==> config.mk <==
export PLATFORM = sky130hd
export DESIGN_NAME = pic_cmd_seq
export DESIGN_NICKNAME = d
export VERILOG_FILES = /design/src/rtl/pic_seq_pkg.sv /design/src/rtl/pic_prio_scan.sv /design/src/rtl/pic_init_seq.sv /design/src/rtl/pic_cmd_seq.sv
export SDC_FILE = /design/constraint.sdc
export NUM_CORES = 1
export LEC_CHECK = 0
export BUFFER_PORTS_ARGS = -buffer_cell sky130_fd_sc_hd__buf_2
export CAP_MARGIN = 10
export CORE_MARGIN = 5
export CORE_UTILIZATION = 45
export DETAILED_ROUTE_END_ITERATION = 16
export PLACE_DENSITY_LB_ADDON = 0.1
export SLEW_MARGIN = 10
export SYNTH_ARGS = -nofsm -noshare
export SYNTH_HDL_FRONTEND = slang
export SYNTH_HIERARCHICAL = 1
export SYNTH_SLANG_ARGS = --single-unit
==> constraint.sdc <==
create_clock -name clk -period 17.5 [get_ports clk]
set_clock_uncertainty 0.2 [all_clocks]
set_input_delay 3.5 -clock clk [delete_from_list [all_inputs] [get_ports clk]]
set_output_delay 3.5 -clock clk [all_outputs]
set_load 0.02 [all_outputs]
==> src/rtl/pic_seq_pkg.sv <==
package pic_seq_pkg;

   // Address-1 write sequence states
   typedef enum logic [1:0] {
      ST_RUN  = 2'd0,
      ST_BASE = 2'd1,
      ST_CFG2 = 2'd2,
      ST_CFG3 = 2'd3
   } init_st_e;

   // Command codes carried in data bits 7:5 of a command write
   typedef enum logic [2:0] {
      OP_ROT_CLR  = 3'd0,
      OP_EOI      = 3'd1,
      OP_NOP      = 3'd2,
      OP_EOI_SPEC = 3'd3,
      OP_ROT_SET  = 3'd4,
      OP_EOI_ROT  = 3'd5,
      OP_SET_OFF  = 3'd6,
      OP_SPEC_ROT = 3'd7
   } ocw_op_e;

endpackage

==> src/rtl/pic_prio_scan.sv <==
// Rotating priority scan: finds the lowest-rank set bit of a line vector,
// where rank = (line - offset) mod NLINES.
module pic_prio_scan #(
   parameter int NLINES = 8,
   parameter int LW     = $clog2(NLINES)
) (
   input  logic [NLINES-1:0] vec_i,
   input  logic [LW-1:0]     off_i,
   output logic              found_o,
   output logic [LW-1:0]     line_o,
   output logic [LW:0]       rank_o
);

   logic [NLINES-1:0] rot;

   // rot[k] is the line whose rank is k
   for (genvar g = 0; g < NLINES; g++) begin : g_rot
      logic [LW-1:0] src;
      assign src    = LW'(g) + off_i;
      assign rot[g] = vec_i[src];
   end

   always_comb begin
      rank_o = (LW+1)'(NLINES);
      for (int i = NLINES - 1; i >= 0; i--) begin
         if (rot[i]) rank_o = (LW+1)'(i);
      end
   end

   assign found_o = |vec_i;
   assign line_o  = rank_o[LW-1:0] + off_i;

   // the reported line is really present in the scanned vector
   always_comb begin
      if (found_o) begin
         p_line_live_r5: assert (vec_i[line_o]);
      end
   end

endmodule

==> src/rtl/pic_init_seq.sv <==
// Address-1 write sequencer: base vector, config words and mask-load gating.
module pic_init_seq
   import pic_seq_pkg::*;
#(
   parameter int DW = 8,
   parameter int LW = 3
) (
   input  logic          clk,
   input  logic          rst_n,
   input  logic          start_i,
   input  logic          cfg_wr_i,
   input  logic [DW-1:0] wdata_i,
   output logic          mask_wr_o,
   output logic [DW-1:0] base_o,
   output logic          nested_o,
   output logic          auto_eoi_o
);

   init_st_e      st_q;
   logic          four_q;
   logic [DW-1:0] base_q;
   logic          nested_q;
   logic          aeoi_q;
   logic          unused_wd;

   assign unused_wd = ^wdata_i;

   always_ff @(posedge clk or negedge rst_n) begin
      if (!rst_n) begin
         st_q     <= ST_RUN;
         four_q   <= 1'b0;
         base_q   <= '0;
         nested_q <= 1'b0;
         aeoi_q   <= 1'b0;
      end else if (start_i) begin
         st_q     <= ST_BASE;
         four_q   <= wdata_i[0];
         base_q   <= '0;
         nested_q <= 1'b0;
         aeoi_q   <= 1'b0;
      end else if (cfg_wr_i) begin
         unique case (st_q)
            ST_RUN: begin
            end
            ST_BASE: begin
               base_q <= {wdata_i[DW-1:LW], {LW{1'b0}}};
               st_q   <= ST_CFG2;
            end
            ST_CFG2: begin
               st_q <= four_q ? ST_CFG3 : ST_RUN;
            end
            ST_CFG3: begin
               nested_q <= wdata_i[4];
               aeoi_q   <= wdata_i[1];
               st_q     <= ST_RUN;
            end
            default: st_q <= ST_RUN;
         endcase
      end
   end

   assign mask_wr_o  = cfg_wr_i && (st_q == ST_RUN);
   assign base_o     = base_q;
   assign nested_o   = nested_q;
   assign auto_eoi_o = aeoi_q;

   // base word always advances to the second config step
   p_base_step_r3: assert property (@(posedge clk) disable iff (!rst_n)
      (st_q == ST_BASE && cfg_wr_i && !start_i) |=> (st_q == ST_CFG2));

   // without word 4 announced, the second config step ends the sequence
   p_cfg_exit_r3: assert property (@(posedge clk) disable iff (!rst_n)
      (st_q == ST_CFG2 && cfg_wr_i && !start_i && !four_q) |=> (st_q == ST_RUN));

   // an init word always restarts the sequence
   p_init_restart_r2: assert property (@(posedge clk) disable iff (!rst_n)
      start_i |=> (st_q == ST_BASE && !nested_q && !aeoi_q));

endmodule

==> src/rtl/pic_cmd_seq.sv <==
// Command sequencer of an eight-line rotating-priority interrupt controller.
module pic_cmd_seq
   import pic_seq_pkg::*;
#(
   parameter int NLINES = 8,
   parameter int DW     = 8
) (
   input  logic              clk,
   input  logic              rst_n,
   input  logic              wr_en_i,
   input  logic              rd_en_i,
   input  logic              addr_i,
   input  logic [DW-1:0]     wdata_i,
   output logic [DW-1:0]     rdata_o,
   input  logic [NLINES-1:0] irr_i,
   input  logic              inta_i,
   output logic              int_o,
   output logic [DW-1:0]     vector_o,
   output logic [NLINES-1:0] req_clr_o,
   output logic [NLINES-1:0] isr_o,
   output logic              nested_o,
   output logic              smask_o
);

   localparam int LW = $clog2(NLINES);
   localparam logic [LW-1:0] LAST_LINE = LW'(NLINES - 1);

   // elaboration-time parameter checks
   if (DW < 8) begin : g_dw_chk
      $error("pic_cmd_seq: DW must be at least 8");
   end
   if (NLINES < 2 || NLINES > 8 || (NLINES & (NLINES - 1)) != 0) begin : g_nl_chk
      $error("pic_cmd_seq: NLINES must be 2, 4 or 8");
   end

   // write decode
   logic wr0, wr1, init_wr, mode_wr, cmd_wr, mask_wr, poll_rd;
   ocw_op_e op;
   logic [LW-1:0] lsel;

   assign wr0     = wr_en_i && !addr_i;
   assign wr1     = wr_en_i && addr_i;
   assign init_wr = wr0 && wdata_i[4];
   assign mode_wr = wr0 && !wdata_i[4] && wdata_i[3];
   assign cmd_wr  = wr0 && !wdata_i[4] && !wdata_i[3];
   assign op      = ocw_op_e'(wdata_i[7:5]);
   assign lsel    = wdata_i[LW-1:0];

   // state
   logic [NLINES-1:0] imr_q, imr_n;
   logic [NLINES-1:0] isr_q, isr_n;
   logic [LW-1:0]     off_q, off_n;
   logic              rot_q, rot_n;
   logic              rsel_q, rsel_n;
   logic              poll_q, poll_n;
   logic              smask_q, smask_n;

   logic [DW-1:0]     base;
   logic              auto_eoi;

   pic_init_seq #(.DW(DW), .LW(LW)) u_init (
      .clk        (clk),
      .rst_n      (rst_n),
      .start_i    (init_wr),
      .cfg_wr_i   (wr1),
      .wdata_i    (wdata_i),
      .mask_wr_o  (mask_wr),
      .base_o     (base),
      .nested_o   (nested_o),
      .auto_eoi_o (auto_eoi)
   );

   // resolvers: pending requests and in-service lines
   logic [NLINES-1:0] pend;
   logic              req_found, svc_found;
   logic [LW-1:0]     req_line, svc_line;
   logic [LW:0]       req_rank, svc_rank;
   logic              win;
   logic [LW-1:0]     served;

   assign pend = irr_i & ~imr_q;

   pic_prio_scan #(.NLINES(NLINES), .LW(LW)) u_req_scan (
      .vec_i   (pend),
      .off_i   (off_q),
      .found_o (req_found),
      .line_o  (req_line),
      .rank_o  (req_rank)
   );

   pic_prio_scan #(.NLINES(NLINES), .LW(LW)) u_svc_scan (
      .vec_i   (isr_q),
      .off_i   (off_q),
      .found_o (svc_found),
      .line_o  (svc_line),
      .rank_o  (svc_rank)
   );

   assign win     = req_found && (req_rank < svc_rank);
   assign served  = win ? req_line : LAST_LINE;
   assign poll_rd = rd_en_i && poll_q;

   assign int_o     = win;
   assign vector_o  = base | DW'(served);
   assign req_clr_o = ((inta_i || poll_rd) && win) ? (NLINES'(1) << req_line) : '0;
   assign isr_o     = isr_q;
   assign smask_o   = smask_q;

   // readback
   always_comb begin
      if (poll_rd)      rdata_o = DW'(served);
      else if (addr_i)  rdata_o = DW'(imr_q);
      else if (rsel_q)  rdata_o = DW'(isr_q);
      else              rdata_o = DW'(irr_i);
   end

   // next state: strobes are mutually exclusive, the order below resolves overlap
   always_comb begin
      isr_n   = isr_q;
      imr_n   = imr_q;
      off_n   = off_q;
      rot_n   = rot_q;
      rsel_n  = rsel_q;
      poll_n  = poll_q;
      smask_n = smask_q;
      if (init_wr) begin
         isr_n   = '0;
         imr_n   = '0;
         off_n   = '0;
         rot_n   = 1'b0;
         rsel_n  = 1'b0;
         poll_n  = 1'b0;
         smask_n = 1'b0;
      end else if (cmd_wr) begin
         unique case (op)
            OP_ROT_CLR, OP_ROT_SET: rot_n = wdata_i[7];
            OP_EOI, OP_EOI_ROT: begin
               if (svc_found) begin
                  isr_n[svc_line] = 1'b0;
                  if (op == OP_EOI_ROT) off_n = svc_line + LW'(1);
               end
            end
            OP_EOI_SPEC: isr_n[lsel] = 1'b0;
            OP_SET_OFF:  off_n = lsel + LW'(1);
            OP_SPEC_ROT: begin
               isr_n[lsel] = 1'b0;
               off_n       = lsel + LW'(1);
            end
            default: begin
            end
         endcase
      end else if (mode_wr) begin
         if (wdata_i[2]) poll_n  = 1'b1;
         if (wdata_i[1]) rsel_n  = wdata_i[0];
         if (wdata_i[6]) smask_n = wdata_i[5];
      end else if (mask_wr) begin
         imr_n = wdata_i[NLINES-1:0];
      end else if (poll_rd) begin
         poll_n = 1'b0;
         if (win) isr_n[req_line] = 1'b0;
      end else if (inta_i && win) begin
         if (!auto_eoi)  isr_n[req_line] = 1'b1;
         else if (rot_q) off_n = req_line + LW'(1);
      end
   end

   always_ff @(posedge clk or negedge rst_n) begin
      if (!rst_n) begin
         isr_q   <= '0;
         imr_q   <= '0;
         off_q   <= '0;
         rot_q   <= 1'b0;
         rsel_q  <= 1'b0;
         poll_q  <= 1'b0;
         smask_q <= 1'b0;
      end else begin
         isr_q   <= isr_n;
         imr_q   <= imr_n;
         off_q   <= off_n;
         rot_q   <= rot_n;
         rsel_q  <= rsel_n;
         poll_q  <= poll_n;
         smask_q <= smask_n;
      end
   end

   // the strobes are used one at a time
   p_single_op_r9: assert property (@(posedge clk) disable iff (!rst_n)
      $onehot0({wr_en_i, rd_en_i, inta_i}));

   // an init word empties in-service set, mask and poll flag
   p_init_clear_r2: assert property (@(posedge clk) disable iff (!rst_n)
      init_wr |=> (isr_q == '0 && imr_q == '0 && !poll_q));

   // an interrupt request needs an unmasked request line
   p_int_needs_req_r5: assert property (@(posedge clk) disable iff (!rst_n)
      int_o |-> ((irr_i & ~imr_q) != '0));

   // a normal acknowledge marks the served line in service
   p_ack_sets_isr_r9: assert property (@(posedge clk) disable iff (!rst_n)
      (inta_i && int_o && !auto_eoi) |=> ((isr_q & $past(req_clr_o)) != '0));

   // in auto-EOI mode an acknowledge never adds an in-service line
   p_aeoi_no_isr_r10: assert property (@(posedge clk) disable iff (!rst_n)
      (inta_i && auto_eoi) |=> ((isr_q & ~$past(isr_q)) == '0));

   // a specific clear leaves the named line out of service
   p_spec_clear_r7: assert property (@(posedge clk) disable iff (!rst_n)
      (cmd_wr && (op == OP_EOI_SPEC || op == OP_SPEC_ROT)) |=> !isr_q[$past(lsel)]);

   // any read disarms a pending poll
   p_poll_disarm_r12: assert property (@(posedge clk) disable iff (!rst_n)
      (rd_en_i && poll_q) |=> !poll_q);

   // request clears name at most one line
   p_clr_onehot_r12: assert property (@(posedge clk) disable iff (!rst_n)
      $onehot0(req_clr_o));

endmodule

# [Word level (Yosys, flattened, before mapping)]
# Cells that the tools add are included.
[word_totals] reg_bits=36 inputBits=22 output_inout_bits=35 wordCells=237
[op_classes] n_addsub=12 magnitude_cmp=15 eq_ne=22 shift=1 n_mux=114 bitwise_logic=10 n_reduce_logical=51
[op_table] cell="8-bit 2-to-1 mux" count=20
[op_table] cell="4-bit 2-to-1 mux" count=16
[op_table] cell="1-bit binary-select mux with 3-bit select" count=16
[op_table] cell="3-bit by 4-bit less-than comparator with 1-bit output (second input constant)" count=11
[op_table] cell="1-bit 2-to-1 mux" count=42
[op_table] cell="3-bit 2-to-1 mux" count=11
[op_table] cell="8-bit bitwise AND" count=4
[op_table] cell="8-bit NOT" count=4
[op_table] cell="2-bit nonzero test" count=9
[op_table] cell="8-bit case mux with 2 select lines" count=1
[op_table] cell="8-bit OR reduction" count=2
[op_table] cell="1-bit logical AND" count=14
[op_table] cell="3-bit adder (first input constant)" count=4
[op_table] cell="3-bit == test (second input constant)" count=4
[op_table] cell="3-bit inequality test (second input constant)" count=4
[op_table] cell="4-bit by 3-bit inequality test with 1-bit output (second input constant)" count=3
[op_table] cell="4-bit inequality test (second input constant)" count=3
[op_table] cell="3-bit nonzero test" count=4
[op_table] cell="3-bit by 1-bit adder with 3-bit output (second input constant)" count=3
[op_table] cell="1-bit demux with 3-bit select" count=3
[op_table] cell="3-bit by 1-bit greater-or-equal comparator with 1-bit output (second input constant)" count=3
[op_table] cell="3-bit AND reduction" count=3
[op_table] cell="9-bit AND reduction" count=1
[op_table] cell="8-bit by 3-bit OR with 8-bit output" count=1
[op_table] cell="24 further kinds" count=39

# [Logic depth before layout (Yosys ltp)]
[depth] ltp_word=25 depth_mapped=22

# [Modules after synthesis]
# The synthesis kept the hierarchy.
[modules_own_cells] mod="pic_cmd_seq" n_inst=1 cells_per_inst=254 area_each_um2=2008.2
[modules_own_cells] mod="pic_prio_scan at u_req_scan" n_inst=1 cells_per_inst=79 area_each_um2=675.6
[modules_own_cells] mod="pic_prio_scan at u_svc_scan" n_inst=1 cells_per_inst=59 area_each_um2=575.6
[modules_own_cells] mod="pic_init_seq" n_inst=1 cells_per_inst=40 area_each_um2=452.9

# [Least setup slack after synthesis]
# No wires, ideal clock.
[synth_timing] path_type="in2out" start="input port irr_i[0]" end="output port req_clr_o[1]" t_arrival_ns=6.982 setup_slack_ns=6.818 cell_stages=14 cell_sequence="nor2b_1 -> mux2_4 -> mux4_2 -> or2_0 -> buf_2 -> or3_1 -> a31oi_1 -> nor2_1 -> ha_1 -> or2_2 -> a21oi_1 -> nor2_1 -> clkbuf_1 -> nor4_1"
[synth_via] elab_chain_len=15
[synth_lines] item="start: declaration" line="pic_cmd_seq.sv:15" source="input logic [NLINES-1:0] irr_i,"
[synth_lines] item="8-bit bitwise AND (*)" line="pic_cmd_seq.sv:81" source="assign pend = irr_i & ~imr_q;"
[synth_lines] item="1-bit binary-select mux with 3-bit select" line="pic_prio_scan.sv:20" source="assign rot[g] = vec_i[src];"
[synth_lines] item="1-bit 2-to-1 mux (not written as such)" line="pic_prio_scan.sv:20"
[synth_lines] item="4-bit 2-to-1 mux (7 in a row)" line="pic_prio_scan.sv:26" source="if (rot[i]) rank_o = (LW+1)'(i);"
[synth_lines] item="4-bit 2-to-1 mux (*)" line="pic_prio_scan.sv:26"
[synth_lines] item="named net req_rank[2]" line="pic_cmd_seq.sv:77" source="logic [LW:0] req_rank, svc_rank;"
[synth_lines] item="4-bit less-than comparator" line="pic_cmd_seq.sv:99" source="assign win = req_found && (req_rank < svc_rank);"
[synth_lines] item="1-bit logical AND" line="pic_cmd_seq.sv:99"
[synth_lines] item="1-bit logical AND" line="pic_cmd_seq.sv:105" source="assign req_clr_o = ((inta_i || poll_rd) && win) ? (NLINES'(1) << req_line) : '0;"
[synth_lines] item="8-bit 2-to-1 mux (*)" line="pic_cmd_seq.sv:105"
[synth_lines] item="end: declaration" line="pic_cmd_seq.sv:19" source="output logic [NLINES-1:0] req_clr_o,"
# Mark *: on every way through the listed nets, which the timed path passes. The rest lies on a longest branch. The select of a mux whose other input is x is not followed.

# [Worst setup path after layout]
[layout_timing] start="input port irr_i[0]" end="output port req_clr_o[2]"
[layout_via] elab_chain_len=15
[layout_lines] item="8-bit bitwise AND (*)" line="pic_cmd_seq.sv:81"
[layout_lines] item="named net pend[0]" line="pic_cmd_seq.sv:74" source="logic [NLINES-1:0] pend;"
[layout_lines] item="1-bit binary-select mux with 3-bit select" line="pic_prio_scan.sv:20"
[layout_lines] item="1-bit 2-to-1 mux (not written as such)" line="pic_prio_scan.sv:20"
[layout_lines] item="4-bit 2-to-1 mux (7 in a row)" line="pic_prio_scan.sv:26"
[layout_lines] item="4-bit 2-to-1 mux (*)" line="pic_prio_scan.sv:26"
[layout_lines] item="named net req_rank[2]" line="pic_cmd_seq.sv:77"
[layout_lines] item="4-bit less-than comparator" line="pic_cmd_seq.sv:99"
[layout_lines] item="1-bit logical AND" line="pic_cmd_seq.sv:99"
[layout_lines] item="1-bit logical AND" line="pic_cmd_seq.sv:105"
[layout_lines] item="8-bit 2-to-1 mux (*)" line="pic_cmd_seq.sv:105"
# Marks and branches as above.

==> results.md <==
- Status: complete, no violations
- Required @ worst endpoint: 13,800 ps
- R2R Path End: off_q[1]$_DFFE_PN0P_
- Yosys top cell by area: dfrtp_1
- ANT cells: 0
- First-pass GRT wire length: ~17 mm
- Mux cell area share after synthesis: 22.0%
- Die Width: roughly 100 um
- Vias in the first global route: about 3,200
- Slowest CP cell: mux4_2
- Gr ovfl total: 0
- Syn Inst Count: ~430
- Die Area: 10,200 um2
- Worst Hold End: u_init/four_q$_DFFE_PN0P_
- Max Cap Viol: 0
- Max stage delay on crit path: ~450 ps
- Primary FF master, synth: dfrtp_1
- CP Launch Type: primary input
- Max Freq: 92.3 MHz
- Routability cong.: between 0.9 and 1
- Worst Hold Depth: 1
- Sequential fraction of the synthesis area: 22.2%
- Worst-Skew Late Latency: 280 ps
- Core ar.: ~8100 um2
- Max Fanout on Critical Path: 13
- Post-route DRC: 0
- Mean Syn Cell Area: around 8.6 um2
- CTS Buf Count: 5
- Crit path cell chain: buf_2 > nor2b_1 > mux2_4 > mux4_2 > or2_0 > or3_1 > a31oi_1 > nor2_1 > ha_1 > or2_2 > a21oi_1 > nor2_1 > nor2_1 > nand2_1 > nor3_1 > buf_2
- Yosys top cell area share: between 20 and 25%
- Initial antenna violation count: 0
- Synth Area in Adders: 4.45%
- Vias/cell: between 5 and 6
- Worst reg2reg setup slack: between 10,000 and 15,000 ps
- CP endpoint kind: output port
- Mapped Area: about 3700 um2
- CTS Hold Bufs: 0
- Clock root buffer: clkbuf_8
- Period utilisation layout: 61.9%
- Syn. warnings: 6
- Most Frequent Cell on Critical Path: nor2_1
- Final-report setup violation count: 0
- Post-Synth XOR/XNOR Area: under 10%
- Clock Tree Buf Depth: 2
- Initial Utilization: between 40% and 50%
- Post-CTS Setup Repair Bufs: 0
- H-tree Lvls: 2
- Vias: roughly 3,400
- Post-Layout Inst Area: roughly 4000 um2
- Area after DPL: between 3000 and 4000 um2
- HP Class: reg2reg
- Chip Height: 101 um
- Commonest non-fill, non-tap cell in the layout: nor2_1
- Largest family of logic cells by synthesized area: simple AND/OR/NAND/NOR gates
- CTS tree: yes
- Arrival time at the worst endpoint: roughly 7100 ps
- Unique masters post-synth: 63
- Initial DRC count: between 100 and 150
- EDFF count, synth: 0
- Final wirelength: 9.99 mm
- Worst r2r src: off_q[1]$_DFFE_PN0P_
- DR WL/cell: between 15 and 20 um
- Largest net degree at the start of global routing: 34
- Setup Crit Path Kind: in2out
- Post-Synth Simple-Gate Area: 23.9%
- I/O Pins: between 50 and 60
- Top Family by Delay on Critical Path: simple AND/OR/NAND/NOR gates
- DRT Pass-1 Iters: 4
- Post_cts resized: 0
- Final min period: ~11,000 ps
- Nets: between 500 and 600
- Overall Global Routing Usage: between 20% and 30%
- Yosys reg bits: 33
- RSZ-0062 raised after global routing: false
- Hold Path Origin: u_init/four_q$_DFFE_PN0P_
- Layout cells sized above 1: a little over a fifth
- Clock sink total: 33
- Fill cells: ~790
- Most frequent cells in the layout: nor2_1, buf_2, mux2i_1
- Max-slew violations: 0
- Synth area leaders: dfrtp_1, mux2i_1, nor2_1, mux4_2, a21oi_1
- Compound-Gate Fraction of Synth Area: between 10% and 20%
- Final Hold Fails: 0
- TNS Setup: 0 ps
- Antenna viol nets, final: 0
- Buffers & Inverters on Critical Path: 2
- Reg clk slew, reported paths: about 60 ps
- # rows: 33
- Async SR Flop Fraction: between 90% and 100%
- Port bufs: 56
- Dpl hpwl: 7.59 mm
- FF-to-FF path depth: 15
- Worst slew pin tran: 845 ps
- Slew HR: a little over two fifths
- Synthesis-to-layout area growth: 8.97%
-- synth_stat cells, drive strengths merged (2+ instances only) --
library cell,number
mux4,12
ha,10
nand3b,5
or2,2
fa,2
nor4,11
buf,16
nor2b,13
inv,21
dfrtp,33
a21oi,30
a22oi,2
a32oi,3
a31oi,5
a22o,11
xnor2,6
o31ai,2
nand4,7
nand3,10
a211oi,2
xor2,4
mux2i,38
o2111ai,2
nand2b,10
clkbuf,13
and2,6
or3,5
o221ai,4
nor3,13
o21ai,25
nand2,21
nor3b,3
nor2,59
mux2,12
-- worst max-delay path by stage --
stage	from	to	slack (ps)	cells after the start
detailed placement	irr_i[0]	req_clr_o[2]	6690	16
floorplan	irr_i[0]	req_clr_o[1]	6820	14
CTS	irr_i[0]	req_clr_o[2]	6690	16
finish	irr_i[0]	req_clr_o[2]	6660	16
global route	irr_i[4]	req_clr_o[2]	6390	16
global placement	irr_i[0]	req_clr_o[2]	6750	16
-- flip-flops by register name, indices dropped and copies added (netlist names) --
| name | cells |
|---|---|
| u_init/nested_o | 1 |
| rsel_q | 1 |
| off_q | 3 |
| isr_o | 8 |
| u_init/base_o | 5 |
| poll_q | 1 |
| smask_o | 1 |
| rot_q | 1 |
| imr_q | 8 |
| u_init/four_q | 1 |
| u_init/auto_eoi_o | 1 |
| u_init/st_q | 2 |
-- metrics by stage --
step	instances	utilization [%]	hold slack [ps]	worst slack, ps
final	576	49.7	308	6660
after global routing	576	49.7	336	6390
after CTS	576	49.7	312	6690
after detailed placement	569	48.6	295	6690
after global placement	569	48.6	288	6750
after floorplan	434	-	269	6820
-- cell families (layout without fill, tap and decap cells) --
group	Yosys count	after routing
AO/OA/AOI/OAI	94	94
XOR/XNOR	10	10
flip-flops	33	33
adder cells (fa/ha/maj)	12	12
multiplexers	62	62
buffers and inverters	50	87
AND/OR/NAND/NOR	170	170
other	1	3
-- area by class of cell --
type / instances / area (um2) / share of cell area, %
clock inverters: 1 / 7.51 / 0.186
flip-flops and latches: 33 / 826 / 20.4
multi-input cells: 351 / 2620 / 64.7
repair buffers: 59 / 303 / 7.49
well taps: 105 / 131 / 3.25
clock buffers: 6 / 82.6 / 2.04
inverters: 21 / 78.8 / 1.95
-- metal layers --
metal	GRT usage (%)	share of wire (%)	vias up
met4	7.25	2.0	0
met5	0	0	-
met3	2.91	4.2	19
li1	-	-	1658
met1	26.8	45	1596
met2	34.2	49	83
Power is left out: the tool's default activity adds up to more than one toggle a clock period on the data nets, which glitch-free logic cannot reach.
